**config.mk**
```make
export PLATFORM = sky130hd
export DESIGN_NAME = cflag_gather
export DESIGN_NICKNAME = d
export VERILOG_FILES = /design/src/rtl/cflag_pkg.sv /design/src/rtl/cflag_decode.sv /design/src/rtl/cflag_pick.sv /design/src/rtl/cflag_net.sv /design/src/rtl/cflag_gather.sv
export SDC_FILE = /design/constraint.sdc
export NUM_CORES = 1
export LEC_CHECK = 0
export ABC_AREA = 1
export BUFFER_PORTS_ARGS = -buffer_cell sky130_fd_sc_hd__buf_2
export CORE_AREA = 10 10 111 113
export CTS_BUF_LIST = sky130_fd_sc_hd__clkbuf_8
export DETAILED_ROUTE_END_ITERATION = 8
export DIE_AREA = 0 0 121 123
export PLACE_DENSITY = 0.64
export SLEW_MARGIN = 20
export SYNTH_ARGS = -nofsm -noshare
export SYNTH_HDL_FRONTEND = slang
export SYNTH_HIERARCHICAL = 1
export SYNTH_SLANG_ARGS = --single-unit
```
**constraint.sdc**
```tcl
create_clock -name clk -period 1.1 [get_ports clk]
set_input_delay 0.165 -clock clk [delete_from_list [all_inputs] [get_ports clk]]
set_output_delay 0.165 -clock clk [all_outputs]
set_load 0.01 [all_outputs]
```
**src/rtl/cflag_pkg.sv**
```systemverilog
package cflag_pkg;
  localparam int NUM_WORDS = 4;
  localparam int WORD_W    = 32;
  localparam int HALF_W    = WORD_W / 2;
  localparam int IDX_W     = $clog2(NUM_WORDS);
  localparam int PAT_W     = 3;
  localparam int NUM_PAT   = 1 << PAT_W;
  localparam int BYTE_HALF = HALF_W / 2;

  typedef struct packed {
    logic [IDX_W-1:0] word;
    logic             zero_half;
    logic [PAT_W-1:0] pat;
  } cf_sel_t;

  // Source bit in the primary half for output bit o under pattern p.
  // Pattern 7 upper byte is served from the secondary word elsewhere.
  function automatic int src_pos(input int p, input int o);
    int q;
    int i;
    q = o & ~3;
    i = o & 3;
    case (p)
      0: src_pos = o;
      1: src_pos = q | 2;
      2: src_pos = (o & 8) | 4 | (o & 1);
      3: src_pos = (i == 2) ? q + 2 : q;
      4: src_pos = (i == 3) ? q + 3 : q + 1;
      5: src_pos = o & ~1;
      6: src_pos = q | 1;
      default: src_pos = (o < BYTE_HALF) ? 2 * o : 2 * (o - BYTE_HALF);
    endcase
  endfunction
endpackage

```
**src/rtl/cflag_decode.sv**
```systemverilog
module cflag_decode
  import cflag_pkg::*;
(
  input  logic        pair_vld,
  input  logic [23:19] sop_hi,
  input  logic        sop_b0,
  output cf_sel_t     sel
);
  always_comb begin
    sel = '0;
    if (pair_vld) begin
      sel.word      = sop_hi[20:19];
      sel.zero_half = sop_hi[21];
      sel.pat       = {sop_b0, sop_hi[23], sop_hi[22]};
    end
  end
endmodule

```
**src/rtl/cflag_pick.sv**
```systemverilog
module cflag_pick
  import cflag_pkg::*;
(
  input  logic [NUM_WORDS*WORD_W-1:0] cond_file,
  input  cf_sel_t                     sel,
  output logic [HALF_W-1:0]           pri_half,
  output logic [BYTE_HALF-1:0]        sec_even
);
  logic [IDX_W-1:0]  sec_idx;
  logic [HALF_W-1:0] sec_half;

  always_comb begin
    sec_idx  = sel.word | IDX_W'(1);
    pri_half = cond_file[sel.word * WORD_W + (sel.zero_half ? HALF_W : 0) +: HALF_W];
    sec_half = cond_file[sec_idx * WORD_W + (sel.zero_half ? HALF_W : 0) +: HALF_W];
  end

  for (genvar e = 0; e < BYTE_HALF; e++) begin : g_even
    assign sec_even[e] = sec_half[2*e];
  end
endmodule

```
**src/rtl/cflag_net.sv**
```systemverilog
module cflag_net
  import cflag_pkg::*;
(
  input  logic [PAT_W-1:0]     pat,
  input  logic [HALF_W-1:0]    pri_half,
  input  logic [BYTE_HALF-1:0] sec_even,
  output logic [HALF_W-1:0]    gathered
);
  logic [HALF_W-1:0][NUM_PAT-1:0] cand;

  for (genvar o = 0; o < HALF_W; o++) begin : g_bit
    for (genvar p = 0; p < NUM_PAT; p++) begin : g_pat
      if (p == NUM_PAT - 1 && o >= BYTE_HALF) begin : g_second
        assign cand[o][p] = sec_even[o - BYTE_HALF];
      end else begin : g_first
        localparam int S = src_pos(p, o);
        assign cand[o][p] = pri_half[S];
      end
    end
    assign gathered[o] = cand[o][pat];
  end
endmodule

```
**src/rtl/cflag_gather.sv**
```systemverilog
module cflag_gather
  import cflag_pkg::*;
(
  input  logic                        clk,
  input  logic                        rst_n,
  input  logic                        pair_vld,
  input  logic [23:19]                sop_hi,
  input  logic                        sop_b0,
  input  logic [NUM_WORDS*WORD_W-1:0] cond_file,
  output logic [HALF_W-1:0]           flags_out
);
  cf_sel_t               sel;
  logic [HALF_W-1:0]     pick_pri;
  logic [BYTE_HALF-1:0]  pick_sec;
  logic [HALF_W-1:0]     net_out;
  logic                  primed;

  cflag_decode u_dec (
    .pair_vld (pair_vld),
    .sop_hi   (sop_hi),
    .sop_b0   (sop_b0),
    .sel      (sel)
  );

  cflag_pick u_pick (
    .cond_file (cond_file),
    .sel       (sel),
    .pri_half  (pick_pri),
    .sec_even  (pick_sec)
  );

  cflag_net u_net (
    .pat      (sel.pat),
    .pri_half (pick_pri),
    .sec_even (pick_sec),
    .gathered (net_out)
  );

  always_ff @(posedge clk or negedge rst_n) begin
    if (!rst_n) begin
      flags_out <= '0;
      primed    <= 1'b0;
    end else begin
      flags_out <= net_out;
      primed    <= 1'b1;
    end
  end

  // Assertions
  AST_RESET_CLEAR: assert property (@(posedge clk)
    !rst_n |=> flags_out == '0);

  AST_DEFAULT_WORD0: assert property (@(posedge clk) disable iff (!rst_n)
    (primed && $past(!pair_vld)) |-> flags_out == $past(cond_file[HALF_W-1:0]));

  AST_PASS_THROUGH: assert property (@(posedge clk) disable iff (!rst_n)
    (primed && $past(pair_vld && sop_hi[23:22] == 2'b00 && !sop_b0))
      |-> flags_out == $past(pick_pri));

  AST_QUAD_TIE: assert property (@(posedge clk) disable iff (!rst_n)
    (primed && $past(pair_vld && sop_hi[23:22] == 2'b01 && !sop_b0))
      |-> (flags_out == {{4{flags_out[12]}}, {4{flags_out[8]}},
                         {4{flags_out[4]}},  {4{flags_out[0]}}}));

  AST_PAIR_TIE: assert property (@(posedge clk) disable iff (!rst_n)
    (primed && $past(pair_vld && sop_hi[23:22] == 2'b01 && sop_b0))
      |-> ((flags_out & 16'hAAAA) == ((flags_out & 16'h5555) << 1)));

  AST_SECOND_WORD: assert property (@(posedge clk) disable iff (!rst_n)
    (primed && $past(pair_vld && sop_hi[23:22] == 2'b11 && sop_b0 && sop_hi[19]))
      |-> flags_out[15:8] == flags_out[7:0]);

  AST_ONE_CYCLE: assert property (@(posedge clk) disable iff (!rst_n)
    primed && $stable(net_out) |=> flags_out == $past(net_out));
endmodule

```
# [Word-level counts from Yosys, hierarchy flattened]
# Index checks and enable logic that the tools add are counted.
# W data, S select, Z words.
[word_totals] register_bits=16 in_bits=137
[op_classes] add_sub_neg=2 magnitude_cmp=1 n_shift=2 muxes=34
[op_table] operator="$shiftx A128 B33 Y15" count=1
[op_table] operator="$shiftx A128 B33 Y16" count=1
[op_table] operator="$add A7 B32 Y32" count=2
[op_table] operator="$bmux W1 S3" count=16
[op_table] operator="$mux W1" count=16
[op_table] operator="$mux W6" count=1
[op_table] operator="$mux W5" count=1
[op_table] operator="$lt A3 B4 Y1 const B" count=1

# [Depth between registers and ports, before layout]
# Gate-level depths: netlist (run 1).
[depth] depth_word=6 ltp_mapped=16 mapped_depth_nobuf=15

# [Cells and area by module]
# Netlist (run 1), hierarchy kept.
[modules_own_cells] module="cflag_pick" instances=1 cells_per_inst=428 area_per_inst_um2=1749.2 seq_area_each_um2=0.0
[modules_own_cells] module="cflag_net" instances=1 cells_per_inst=179 area_per_inst_um2=800.8 seq_area_each_um2=0.0
[modules_own_cells] module="cflag_gather" instances=1 cells_per_inst=16 area_per_inst_um2=400.4 seq_area_each_um2=400.4
[modules_own_cells] module="cflag_decode" instances=1 cells_per_inst=12 area_per_inst_um2=45.0 seq_area_each_um2=0.0

# [Worst setup path after synthesis (run 1)]
# No wires, ideal clock.
[synth_path] kind="in2reg" from="in sop_hi[21] in the netlist's numbering" to="reg flags_out[5]" setup_time_ns=0.065 t_arrival_ns=1.276 t_required_ns=1.035 path_slack_ns=-0.241 cell_stages=16 path_cell_list="nand2_1 -> inv_1 -> inv_2 -> buf_2 -> nand2_1 -> nand2_2 -> nand2_1 -> nand2_1 -> nand2_1 -> nand2_1 -> nand2_4 -> nand2_2 -> nand2_1 -> nand2_1 -> nand2_1 -> nand2_1"
[synth_lines] element="start, declared" line="cflag_gather.sv:7" source="input logic [23:19] sop_hi,"
[synth_lines] element="end signal, assigned" line="cflag_gather.sv:44" source="flags_out <= net_out;"
[synth_lines] element="end, declared" line="cflag_gather.sv:10" source="output logic [HALF_W-1:0] flags_out"

==> out/metrics.cfg, run 1 <==
[routing]
avgViaCountPerCell = 4.39
wire_per_inst_um = 12.8
drtAntennaViolNets = 0
drt-pass1-iter-count = 5
wirelength_um = 12100
drtIter0Drc = 293
dr_total_vias = 4157
drc = 0

[timing]
slew_violations = 0
worst_pin_slew_ns = 0.356
min_period_over_period = 1.17
min_period_ns = 1.29
fmax_ghz = 0.777
setup_violations = 16
setup_tns_ns = -2.17
rsz0062_at_grt = yes
setup_ws_ns = -0.187
hold_viol = 0
slew_headroom = 0.762

[logic_synthesis]
synth_edf_count = 0
synth_seq_area_share = 0.134
synth_top_area_frac = 0.506
synthDistinctLibCells = 19
synth_nets = 772
yosysMostFrequentCell = nand2_1
ys.flop_type = dfrtp_1
syn-mean-instance-area_um2 = 4.72
yosysTopAreaCell = nand2_1
syn-cell-area_um2 = 3000
netlist_top_cells_area = nand2_1 (51%), dfrtp_1 (13%), inv_1 (12%)
async_reset_ff_frac = 1.00
synthCells = 635
yosys_warnings = 6
ys_seq_elements = 16
synth_common_cells = nand2_1 (404), inv_1 (93), nand3_1 (63)

[cells_and_area]
largest_reg_flops = 16
fin_nets = 948
regMostFlops = flags_out
post-route-util = 0.453
fill_cells = 1152
drive_gt1_frac = 0.360
syn2layout_area_growth_pct = 53.2
top_regs = flags_out: 16 flops
fin_cells = 948

[floorplan]
die_w_um = 121
start_util = 0.295
rows = 37
io_pins = 153
placeableCoreArea_um2 = 10100
die_h_um = 123
dieArea_um2 = 14900

[critical_path]
critPathLaunchType = primary input
cp.arrival_ns = 1.42
worstPathRequired_ns = 1.23
end_kind = flop
crit_path_start = pair_vld
critPathMaxStageDelay_ns = 0.15
path_cells = buf_12 > nand2_8 > inv_12 > inv_16 > clkbuf_16 > nand2_2 > nand2_2 > nand2_1 > nand2_1 > nand2_1 > nand2_2 > nand2_2 > nand2_2 > nand2_2 > nand2_1 > nand2_1 > nand2_1
critPathTopFamily = simple AND/OR/NAND/NOR gates
cp_max_fo = 7
critPathBufInv = 4
path_class = primary input to flop
critPathSlowestCell = clkbuf_16

[clock_network]
clock-root-buffer = clkbuf_8
cts_max_level = 1
clkTransAtPathRegs_ns = 0.06
cts_buffer_depth = 2
numCtsBuffers = 3
cts_tree = yes
clock_sinks = 16

[power]
clock_power_share = 0.137
p_leak_nw = 3.09
p_sw_frac = 0.413
power.switching_mw = 1.25
powerDensity_nw_per_um2 = 657
ir_worst_vdd_v = 0.000361
pwr-share-comb = 0.631
pwr-share-seq = 0.232
p_int_mw = 1.77

[global_route]
grt_max_degree = 25
grt_antenna_before_repair = 3
grt_pass1_vias = 4061
gr-total-overflow = 0
busiest_layer = met2
grt_first_pass_wirelength_um = 19100
track_usage = 0.154
use_met3 = 0.0406
use_met2 = 0.270
gr-usage-met1 = 0.186

[outcome]
violations = negative setup slack
status = finished with violations

[place]
numPortBuffers = 152
dp_slack_ns = -0.630
place_congestion = 0.915
dpl.cell_count = 932
dp_hpwl_um = 9900

[job]
maxCapViolCount = 0

[hold_path]
hold_path_class = primary input to async pin

==> cell families (layout without fill, tap and decap cells) <==
| group | after synthesis | in the layout | share of synthesized area |
|---|---|---|---|
| buffers and inverters | 132 | 306 | 0.211 |
| AOI/OAI and AO/OA | 2 | 2 | 0.00543 |
| other | 0 | 3 | 0 |
| DFF | 16 | 16 | 0.134 |
| and+or+nand+nor | 485 | 485 | 0.650 |
==> power by group through the flow <==
stage	combinational, mW	sequential, mW	clock, mW
4_1_cts	1.84	0.699	0.434
5_1_grt	2.14	0.708	0.466
6_report	1.90	0.698	0.413
3_3_place_gp	1.68	0.708	0
3_5_place_dp	1.68	0.709	0
2_1_floorplan	0.981	0.766	0
==> stage by stage <==
step | power [mW] | hold WS [ns] | cell area (um^2)
6_report | 3.01 | 0.357 | 4590
2_1_floorplan | 1.75 | -0.131 | 3090
4_1_cts | 2.97 | 0.360 | 4450
3_5_place_dp | 2.39 | 0.0892 | 4120
3_3_place_gp | 2.39 | 0.0929 | 4120
5_1_grt | 3.31 | 0.418 | 4580
==> layer usage <==
metal / part of all wire / up-vias
met4: 0.013 / 0
li1: - / 2200
met3: 0.085 / 12
met2: 0.48 / 170
met5: 0 / -
met1: 0.43 / 1775
==> final timing paths <==
kind | endpoint | slack (ns) | depth (start not counted)
min in group clk | flags_out[14]$_DFF_PN0_ | 0.46 | 6
max in group asynchronous | flags_out[11]$_DFF_PN0_ | 0.49 | 2
max | flags_out[12]$_DFF_PN0_ | -0.19 | 17
min | flags_out[2]$_DFF_PN0_ | 0.36 | 2
==> final cells by class <==
| cell class | count | area, um^2 | area share |
|---|---|---|---|
| Multi-Input combinational cell | 487 | 2180 | 0.475 |
| Clock buffer | 3 | 41.3 | 0.00900 |
| Tap cell | 136 | 170 | 0.0371 |
| Timing Repair Buffer | 206 | 1390 | 0.302 |
| Inverter | 97 | 405 | 0.0884 |
| Antenna cell | 3 | 7.51 | 0.00164 |
| Sequential cell | 16 | 400 | 0.0873 |
==> cells in the final DEF (no fill, tap or decap) <==
master / n
buf_2: 150
nand2_4: 8
clkbuf_8: 3
inv_6: 2
nor2_1: 5
buf_8: 2
nand2_2: 59
inv_1: 90
inv_4: 1
inv_2: 2
nand4_1: 1
o21ai_2: 1
buf_12: 8
clkbuf_16: 1
dfrtp_1: 16
inv_16: 1
nand2_1: 348
nand3_2: 7
inv_12: 1
bufbuf_16: 1
buf_4: 37
nand2_8: 1
diode_2: 3
nand3_1: 56
buf_16: 2
o211ai_1: 1
dlygate4sd3_1: 1
buf_6: 4
==> repair_timing <==
action,4_1_cts,5_1_grt
hold buffers,1,0
gates cloned,3,1
pin swaps,13,6
buffers inserted,2,3
setup endpoints to repair,16,16
hold endpoints to repair,16,0
resized for setup,60,25
(Power assumes the default switching activity.)
==> inputs of run 2 (changes only) <==
- PLACE_DENSITY: 0.64 -> 0.66
- REMOVE_ABC_BUFFERS: default -> 1
==> out/metrics.cfg, run 2 (synthesis gave the netlist of run 1 again) <==
[timing]
hold_ws_ns = 0.345  ; -0.0112 ns
setup_violations = 16  ; unchanged
slew_violations = 0  ; unchanged
min_period_over_period = 1.20  ; +0.0296
setup_tns_ns = -2.89  ; -0.719 ns
hold_viol = 0  ; unchanged
rsz0062_at_grt = yes
setup_ws_ns = -0.219  ; -0.0325 ns
fmax_ghz = 0.758  ; -2.5%
worst_pin_slew_ns = 0.339  ; -0.0171 ns
min_period_ns = 1.32  ; +0.0325 ns
slew_headroom = 0.774  ; +0.0116

[routing]
wirelength_um = 12300  ; +1.8%
drtIter0Drc = 238  ; -19%
drc = 0  ; unchanged
dr_total_vias = 4175  ; +0.43%
wire_per_inst_um = 12.8  ; +0.12%
avgViaCountPerCell = 4.33  ; -1.2%
drt-pass1-iter-count = 4  ; -1
drtAntennaViolNets = 0  ; unchanged

[power]
ir_worst_vdd_v = 0.000431  ; +20%
power.switching_mw = 1.27  ; +2.3%
p_sw_frac = 0.400  ; -0.0131
powerDensity_nw_per_um2 = 670  ; +2.1%
clock_power_share = 0.158  ; +0.021
pwr-share-comb = 0.623  ; -0.008
p_leak_nw = 3.21  ; +3.8%
p_int_mw = 1.91  ; +8.0%
pwr-share-seq = 0.219  ; -0.013

[clock_network]
clock_sinks = 16  ; unchanged
clock-root-buffer = clkbuf_8
clkTransAtPathRegs_ns = 0.06  ; about the same
cts_tree = yes
numCtsBuffers = 3  ; unchanged
cts_buffer_depth = 2  ; unchanged
cts_max_level = 1  ; unchanged

[floorplan]
start_util = 0.295  ; unchanged
die_h_um = 123  ; unchanged
io_pins = 153  ; unchanged
placeableCoreArea_um2 = 10100  ; unchanged
rows = 37  ; unchanged
dieArea_um2 = 14900  ; unchanged
die_w_um = 121  ; unchanged

[place]
dpl.cell_count = 943  ; +1.2%
dp_slack_ns = -0.598  ; +0.0313 ns
place_area_um2 = 4180  ; +1.6%
place_congestion = 0.927  ; +1.4%
dp_hpwl_um = 8840  ; -11%
numPortBuffers = 152  ; unchanged

[cells_and_area]
drive_gt1_frac = 0.354  ; -0.00584
fill_cells = 1097  ; -4.8%
regMostFlops = flags_out
final_cell_area_um2 = 4750  ; +3.5%
syn2layout_area_growth_pct = 58.5
final_cell_mix = nand2_1 (364), buf_2 (150), inv_1 (91)
final_common_cell = nand2_1
fin_cells = 964  ; +1.7%
fin_nets = 966  ; +1.9%
top_regs = flags_out: 16 flops
diodes = 0  ; -3
largest_reg_flops = 16  ; unchanged

[global_route]
track_usage = 0.159  ; +0.00487
grt_pass1_vias = 4021  ; -0.98%
grt_max_degree = 33  ; +32%
gr-total-overflow = 0  ; unchanged
grt_first_pass_wirelength_um = 19500  ; +1.9%
grt_antenna_before_repair = 0  ; -3

[outcome]
status = finished with violations
violations = negative setup slack

[hold_path]
hold_path_class = primary input to async pin

[job]
maxCapViolCount = 0  ; unchanged

[critical_path]
cp.arrival_ns = 1.45  ; +0.03 ns
critPathLaunchType = primary input
worstPathRequired_ns = 1.23  ; about the same
cp_max_fo = 8  ; +1
path_class = primary input to flop
end_kind = flop

==> run 2: layout make-up <==
class	count	area, um^2	share of cell area
Tap cell	136	170	0.0358
Clock buffer	4	55.1	0.0116
Timing Repair Buffer	224	1600	0.337
Inverter	97	392	0.0825
Sequential cell	16	400	0.0843
Multi-Input combinational cell	487	2130	0.449
==> run 2: final timing paths <==
check | end | start | slack, ns | cells past startpoint
worst max-delay path | flags_out[1]$_DFF_PN0_ | pair_vld | -0.22 | 16
worst min-delay path | flags_out[5]$_DFF_PN0_ | rst_n | 0.35 | 2
max in group asynchronous | flags_out[11]$_DFF_PN0_ | rst_n | 0.50 | 2
min in group clk | flags_out[8]$_DFF_PN0_ | sop_b0 | 0.38 | 5
==> run 2: critical path, cell delays in order <==
cell and delay, ns:
buf_6 0.08, nand2_4 0.06, inv_8 0.10, buf_8 0.15
buf_16 0.13, nand2_1 0.05, nand3_1 0.07, nand2_1 0.07
nand2_1 0.07, nand2_1 0.07, nand2_2 0.11, nand2_1 0.07
nand2_1 0.09, nand2_1 0.07, nand2_1 0.06, nand2_1 0.05
==> run 2: metrics by stage <==
stage	utilization	power, mW
3_5_place_dp	0.412	2.41
6_report	0.468	3.18
4_1_cts	0.461	3.17
3_3_place_gp	0.412	2.41
2_1_floorplan	-	1.61
5_1_grt	0.468	3.49
==> run 2: per-layer routing <==
layer / wire (um) / GRT usage
met1: 5360 / 0.191
met2: 5970 / 0.280
met3: 752 / 0.0328
met5: 0 / 0
met4: 263 / 0.0445
==> run 2: power groups by stage <==
stage / clock network, mW / registers (mW) / logic [mW]
2_1_floorplan: 0 / 0.766 / 0.845
3_3_place_gp: 0 / 0.707 / 1.70
3_5_place_dp: 0 / 0.708 / 1.70
4_1_cts: 0.529 / 0.697 / 1.94
5_1_grt: 0.560 / 0.704 / 2.22
6_report: 0.503 / 0.697 / 1.98
==> run 2: timing repair <==
| action | CTS | global route |
|---|---|---|
| pin swaps | 25 | 5 |
| gates cloned | 7 | 1 |
| setup buffers | 6 | 3 |
| hold buffers | 1 | 0 |
| hold endpoints to repair | 16 | 0 |
| gates resized for setup | 59 | 16 |
| endpoints found under the setup margin | 16 | 16 |
